## src/rtl/nbu_pkg.sv

```systemverilog
package nbu_pkg;
  localparam logic [1:0] MODE_NINE = 2'b11;

  // bits in a frame: start + data + ninth + stop(s)
  function automatic int unsigned frame_bits(input int unsigned dw, input logic two);
    return dw + 3 + (two ? 1 : 0);
  endfunction

  function automatic logic accept_frame(input logic ok, input logic wake, input logic b9);
    return ok && (!wake || b9);
  endfunction
endpackage

```

## src/rtl/nbu_sync.sv

```systemverilog
module nbu_sync #(
  parameter int   STAGES  = 2,
  parameter logic RST_VAL = 1'b1
) (
  input  logic clk,
  input  logic rst_n,
  input  logic d,
  output logic q
);
  logic [STAGES-1:0] r;

  generate
    if (STAGES == 1) begin : g_one
      always_ff @(posedge clk or negedge rst_n)
        if (!rst_n) r <= RST_VAL;
        else        r <= d;
    end else begin : g_many
      always_ff @(posedge clk or negedge rst_n)
        if (!rst_n) r <= {STAGES{RST_VAL}};
        else        r <= {r[STAGES-2:0], d};
    end
  endgenerate

  assign q = r[STAGES-1];
endmodule

```

## src/rtl/nbu_tx.sv

```systemverilog
module nbu_tx #(
  parameter int DW  = 8,
  parameter int OVS = 16
) (
  input  logic          clk,
  input  logic          rst_n,
  input  logic          tick,
  input  logic          start,
  input  logic          bit9,
  input  logic          stop_two,
  input  logic [DW-1:0] data,
  output logic          busy,
  output logic          line
);
  localparam int FW = DW + 4;
  localparam int CW = $clog2(OVS);
  localparam int LW = $clog2(FW + 1);

  logic [FW-1:0] frm;
  logic [LW-1:0] left;
  logic [CW-1:0] cnt;

  always_ff @(posedge clk or negedge rst_n) begin
    if (!rst_n) begin
      frm  <= '1;
      left <= '0;
      cnt  <= '0;
      busy <= 1'b0;
    end else if (start && !busy) begin
      frm  <= {2'b11, bit9, data, 1'b0};
      left <= LW'(nbu_pkg::frame_bits(DW, stop_two));
      cnt  <= '0;
      busy <= 1'b1;
    end else if (busy && tick) begin
      if (cnt == CW'(OVS - 1)) begin
        cnt  <= '0;
        frm  <= {1'b1, frm[FW-1:1]};
        left <= left - 1'b1;
        if (left == LW'(1)) busy <= 1'b0;
      end else begin
        cnt <= cnt + 1'b1;
      end
    end
  end

  assign line = busy ? frm[0] : 1'b1;
endmodule

```

## src/rtl/nbu_rx.sv

```systemverilog
module nbu_rx #(
  parameter int DW  = 8,
  parameter int OVS = 16
) (
  input  logic        clk,
  input  logic        rst_n,
  input  logic        tick,
  input  logic        en,
  input  logic        rxs,
  output logic        ok,
  output logic        bad,
  output logic [DW:0] word
);
  localparam int CW   = $clog2(OVS);
  localparam int IW   = $clog2(DW + 2);
  localparam int HALF = OVS / 2;

  typedef enum logic [1:0] {RX_IDLE, RX_START, RX_BITS, RX_STOP} rx_st_t;

  rx_st_t        st;
  logic [CW-1:0] cnt;
  logic [IW-1:0] idx;
  logic [DW:0]   sh;

  always_ff @(posedge clk or negedge rst_n) begin
    if (!rst_n) begin
      st  <= RX_IDLE;
      cnt <= '0;
      idx <= '0;
      sh  <= '0;
      ok  <= 1'b0;
      bad <= 1'b0;
    end else if (!en) begin
      st  <= RX_IDLE;
      ok  <= 1'b0;
      bad <= 1'b0;
    end else begin
      ok  <= 1'b0;
      bad <= 1'b0;
      if (tick) begin
        unique case (st)
          RX_IDLE: if (!rxs) begin
            st  <= RX_START;
            cnt <= '0;
          end
          RX_START: if (cnt == CW'(HALF - 1)) begin
            cnt <= '0;
            idx <= '0;
            st  <= rxs ? RX_IDLE : RX_BITS;
          end else cnt <= cnt + 1'b1;
          RX_BITS: if (cnt == CW'(OVS - 1)) begin
            cnt <= '0;
            sh  <= {rxs, sh[DW:1]};
            if (idx == IW'(DW)) st <= RX_STOP;
            else                idx <= idx + 1'b1;
          end else cnt <= cnt + 1'b1;
          RX_STOP: if (cnt == CW'(OVS - 1)) begin
            cnt <= '0;
            st  <= RX_IDLE;
            ok  <= rxs;
            bad <= !rxs;
          end else cnt <= cnt + 1'b1;
          default: st <= RX_IDLE;
        endcase
      end
    end
  end

  assign word = sh;
endmodule

```

## src/rtl/nbit_uart.sv

```systemverilog
module nbit_uart #(
  parameter int DW  = 8,
  parameter int OVS = 16
) (
  input  logic          clk,
  input  logic          rst_n,
  input  logic          baud_tick,
  input  logic [1:0]    mode_sel,
  input  logic          wake_en,
  input  logic          stop_two,
  input  logic          tx_bit9,
  input  logic          tx_wr,
  input  logic [DW-1:0] tx_data,
  output logic          tx_busy,
  output logic          txd_oe,
  input  logic          rxd,
  output logic [DW-1:0] rx_data,
  output logic          rx_bit9,
  output logic          rx_irq,
  output logic          frame_err
);
  logic          run_en;
  logic          tx_line;
  logic          rx_sync;
  logic          rx_ok;
  logic          rx_bad;
  logic [DW:0]   rx_word;
  logic          rx_accept;

  assign run_en = (mode_sel == nbu_pkg::MODE_NINE);

  nbu_sync #(.STAGES(2), .RST_VAL(1'b1)) u_sync (
    .clk(clk), .rst_n(rst_n), .d(rxd), .q(rx_sync)
  );

  nbu_tx #(.DW(DW), .OVS(OVS)) u_tx (
    .clk(clk), .rst_n(rst_n), .tick(baud_tick),
    .start(tx_wr && run_en), .bit9(tx_bit9), .stop_two(stop_two),
    .data(tx_data), .busy(tx_busy), .line(tx_line)
  );

  nbu_rx #(.DW(DW), .OVS(OVS)) u_rx (
    .clk(clk), .rst_n(rst_n), .tick(baud_tick), .en(run_en),
    .rxs(rx_sync), .ok(rx_ok), .bad(rx_bad), .word(rx_word)
  );

  // open drain: enable the pull-down only while sending a zero
  assign txd_oe    = !tx_line;
  assign rx_accept = nbu_pkg::accept_frame(rx_ok, wake_en, rx_word[DW]);

  always_ff @(posedge clk or negedge rst_n) begin
    if (!rst_n) begin
      rx_data   <= '0;
      rx_bit9   <= 1'b0;
      rx_irq    <= 1'b0;
      frame_err <= 1'b0;
    end else begin
      rx_irq    <= rx_accept;
      frame_err <= rx_bad;
      if (rx_accept) begin
        rx_data <= rx_word[DW-1:0];
        rx_bit9 <= rx_word[DW];
      end
    end
  end
endmodule

```

## config.mk

```make
export PLATFORM = sky130hd
export DESIGN_NAME = nbit_uart
export DESIGN_NICKNAME = d
export VERILOG_FILES = /design/src/rtl/nbu_pkg.sv /design/src/rtl/nbu_sync.sv /design/src/rtl/nbu_tx.sv /design/src/rtl/nbu_rx.sv /design/src/rtl/nbit_uart.sv
export SDC_FILE = /design/constraint.sdc
export NUM_CORES = 1
export LEC_CHECK = 0
export BUFFER_PORTS_ARGS = -buffer_cell sky130_fd_sc_hd__buf_2
export CORE_MARGIN = 2
export CORE_UTILIZATION = 57
export CTS_CLUSTER_DIAMETER = 80
export DETAILED_ROUTE_END_ITERATION = 8
export HOLD_SLACK_MARGIN = 0.06
export PLACE_DENSITY_LB_ADDON = 0.12
export SLEW_MARGIN = 20
export SYNTH_ARGS = -nofsm -noshare
export SYNTH_HDL_FRONTEND = slang
export SYNTH_SLANG_ARGS = --single-unit
```

## constraint.sdc

```tcl
create_clock -name clk -period 2.2 [get_ports clk]
set_input_delay 0.66 -clock clk [delete_from_list [all_inputs] [get_ports clk]]
set_output_delay 0.66 -clock clk [all_outputs]
set_load 0.02 [all_outputs]
```

==> metrics.txt <==
Initial DRC Count=75; Synth Cell Area=2440 µm²; number of max-slew violations in the final report=0; data arrival time of the worst path=1110 ps; multiplexer area fraction after synthesis=0.132; power per cell area=644 nW/µm²; portion of total power attributed to the clock network=0.307; post-cts sizing count=0; number of vias per cell after detailed routing=5.50; insertion delay to the later sink of the worst-skew pair=310 ps; sum of net half-perimeters after detailed placement=2740 µm; count of pins on the block boundary=31; overall global routing resource usage=0.182; Post-Synth XOR/XNOR Area=0.00717; total of buffers placed on input and output ports=30; main combinational cell family by area after synthesis=simple AND/OR/NAND/NOR gates; area share of the largest cell type after synthesis=0.420; Num CTS Buffers=5; Clock Tree Buf Depth=2; synthesized instance count=210; number of antenna violations at the first check in global routing=0; Tightest Pin Transition=494 ps; number of iterations in the first detailed-routing pass=4; CTS Hold Buffers Added=0; floorplan die height=69.5 µm; number of global-route vias before repair=1536; total leakage power=1.32 nW; RR Endpoint=u_rx.word[1]$_DFFE_PN0P_; Internal Pwr Total=1.33 mW; Maximum Capacitance Violations=0; count of distinct cell types in the synthesized netlist=48; number of diodes=0; switching fraction of total power=0.253; layout overhead on the synthesized area=12.9%; setup TNS after final layout=0 ps; logic gate share of total power=0.083; filler cell count in the final layout=307; endpoint class of the critical path=output pin; run status=finished clean; Die Outline Area=4820 µm²; number of clock sinks=53; vias after detailed routing=1640; Syn Nets=234; r2r setup slk=490 ps; net switching power of the design=449 µW; starting utilization of the core area=0.602; mean cell area of the mapped netlist=11.6 µm²; Pwr Total=1.78 mW; top cell type by total area after synthesis=sky130_fd_sc_hd__dfrtp_1; clock tree from TritonCTS=built; largest net degree at the start of global routing=54; row cnt=23; origin of the critical flop-to-flop path=u_rx.cnt[0]$_DFFE_PN0P_; number of enable flip-flop cells after synthesis=0; Worst-path clk slew=100 ps; Post-CTS Setup Bufs=0; minimum period implied by the final worst setup slack=1770 ps; worst reg-to-reg path cell count=5; DRC violation count after routing=0; setup-violating endpoint count in the final report=0; Seq pwr share=0.610; sequential fraction of the synthesis area=0.549; drt total wl=3910 µm; largest fanout on the critical path=5; Final Instance Count excl. Fillers=298; simple-gate portion of the synthesized area=0.144; primary flip-flop cell chosen by synthesis mapping=sky130_fd_sc_hd__dfrtp_1; commonest cells after routing, fill and taps aside=41 x sky130_fd_sc_hd__dfrtp_1, 30 x sky130_fd_sc_hd__buf_2, 20 x sky130_fd_sc_hd__nand2_1; htree depth=2; number of warning messages in the yosys log=0; Max transition margin=0.668; Data required, critical path=1540 ps; async set-reset flop share out of synthesis=1.00; setup repair after global routing missed its margin=no; post-route fraction of the period consumed by the critical path=0.805; maximum clock rate=564 MHz; commonest non-fill, non-tap cell in the layout=sky130_fd_sc_hd__dfrtp_1; Final Wtd Congestion=0.781; synthesized-area fraction occupied by ao, oa, aoi and oai cells=0.101; wire length of the first global-routing pass=7090 µm; number of instances in the placed design=290; path class of the lowest-slack min-delay path=in2async; adder-cell share of the synthesized area=0.0307; net count of the finished layout=271; layout cell share with drive strength beyond 1=0.310; crit path launch type=flip-flop; cell at the root of the clock tree=sky130_fd_sc_hd__clkbuf_8; Clock Skews=12.4 ps; final hold viol count=0; register bit total from synthesis=53; total gr overflow=0; die boundary width=69.5 µm; WL per Instance=13.1 µm; Setup Crit Path Kind=reg2out; worst supply voltage drop on vdd=0.445 mV; biggest area contributors in the synthesized netlist=sky130_fd_sc_hd__dfrtp_1 42%, sky130_fd_sc_hd__dfstp_2 13%, sky130_fd_sc_hd__mux2_2 6.5%, sky130_fd_sc_hd__mux2i_1 4.9%, sky130_fd_sc_hd__ha_1 3.1%; antenna-violating nets left=0; area inside the core boundary=4060 µm²
-- kinds of logic (layout without fill, tap and decap cells) --
group | Yosys count | after routing
AND/OR/NAND/NOR | 62 | 62
flip-flops | 53 | 53
AO/OA/AOI/OAI | 40 | 40
multiplexers | 30 | 30
buffers and inverters | 17 | 55
adder cells (fa/ha/maj) | 6 | 6
XOR/XNOR | 2 | 2
-- power groups by stage --
stage	Sequential, mW	Clock [mW]	Combinational, mW
final	1.08	0.545	0.147
after floorplan	1.09	0	0.0925
after global placement	1.10	0	0.144
after CTS	1.08	0.565	0.149
after detailed placement	1.10	0	0.149
after global routing	1.10	0.599	0.175
-- metrics by stage --
step	hold WS (ps)	utilization	worst slack [ps]	area (µm²)
2_1_floorplan	331	-	571	2440
3_3_place_gp	335	0.657	393	2670
3_5_place_dp	342	0.657	356	2670
4_1_cts	336	0.680	416	2760
5_1_grt	349	0.680	317	2760
6_report	325	0.680	428	2760
-- routing by layer --
| layer | up-vias | part of all wire | track usage |
|---|---|---|---|
| li1 | 825 | - | - |
| met1 | 771 | 0.48 | 0.250 |
| met2 | 38 | 0.45 | 0.278 |
| met3 | 6 | 0.050 | 0.0538 |
| met4 | 0 | 0.015 | 0.0588 |
| met5 | - | 0 | 0 |
-- critical path: stages, from the launching register on --
cell and delay (ps):
sky130_fd_sc_hd__dfrtp_1 440, sky130_fd_sc_hd__inv_1 110, sky130_fd_sc_hd__nor2_1 100, sky130_fd_sc_hd__buf_2 160
-- final cells by class --
class | instances | area (µm²) | share of cell area
inverters | 11 | 41.3 | 0.0150
clock buffers | 5 | 68.8 | 0.0250
flip-flops and latches | 53 | 1340 | 0.486
repair buffers | 36 | 208 | 0.0753
clock inverters | 3 | 21.3 | 0.00771
multi-input cells | 140 | 1010 | 0.368
well taps | 50 | 62.6 | 0.0227
-- Yosys cell counts (3+ instances only) --
cell type / n
sky130_fd_sc_hd__nor2_1: 9
sky130_fd_sc_hd__dfstp_2: 12
sky130_fd_sc_hd__dfrtp_1: 41
sky130_fd_sc_hd__inv_1: 11
sky130_fd_sc_hd__a21oi_1: 5
sky130_fd_sc_hd__ha_1: 6
sky130_fd_sc_hd__nand3_1: 7
sky130_fd_sc_hd__o21ai_1: 4
sky130_fd_sc_hd__o21ai_0: 14
sky130_fd_sc_hd__a21o_1: 3
sky130_fd_sc_hd__mux2i_1: 12
sky130_fd_sc_hd__mux2_2: 14
sky130_fd_sc_hd__a31oi_1: 5
sky130_fd_sc_hd__mux2_1: 4
sky130_fd_sc_hd__nand2_1: 20
-- registers in the layout, indices dropped and copies added, names as in the netlist --
register / cells
u_rx.bad: 1
u_tx.cnt: 4
rx_bit9: 1
u_rx.ok: 1
u_rx.word: 9
rx_data: 8
u_tx.frm: 10
u_rx.cnt: 4
u_tx.left: 4
u_rx.st: 2
u_tx.busy: 1
u_sync.r: 2
rx_irq: 1
u_rx.idx: 4
frame_err: 1
-- how the worst max path moves through the flow --
stage | start | to | cells after the start
floorplan | baud_tick | u_rx.word[4]$_DFFE_PN0P_ | 4
global placement | baud_tick | u_rx.word[0]$_DFFE_PN0P_ | 5
detailed placement | baud_tick | u_rx.word[1]$_DFFE_PN0P_ | 5
CTS | u_tx.busy$_DFFE_PN0P_ | txd_oe | 3
global route | u_tx.busy$_DFFE_PN0P_ | txd_oe | 3
finish | u_tx.busy$_DFFE_PN0P_ | txd_oe | 3
Power figures use the tool's default switching activity.
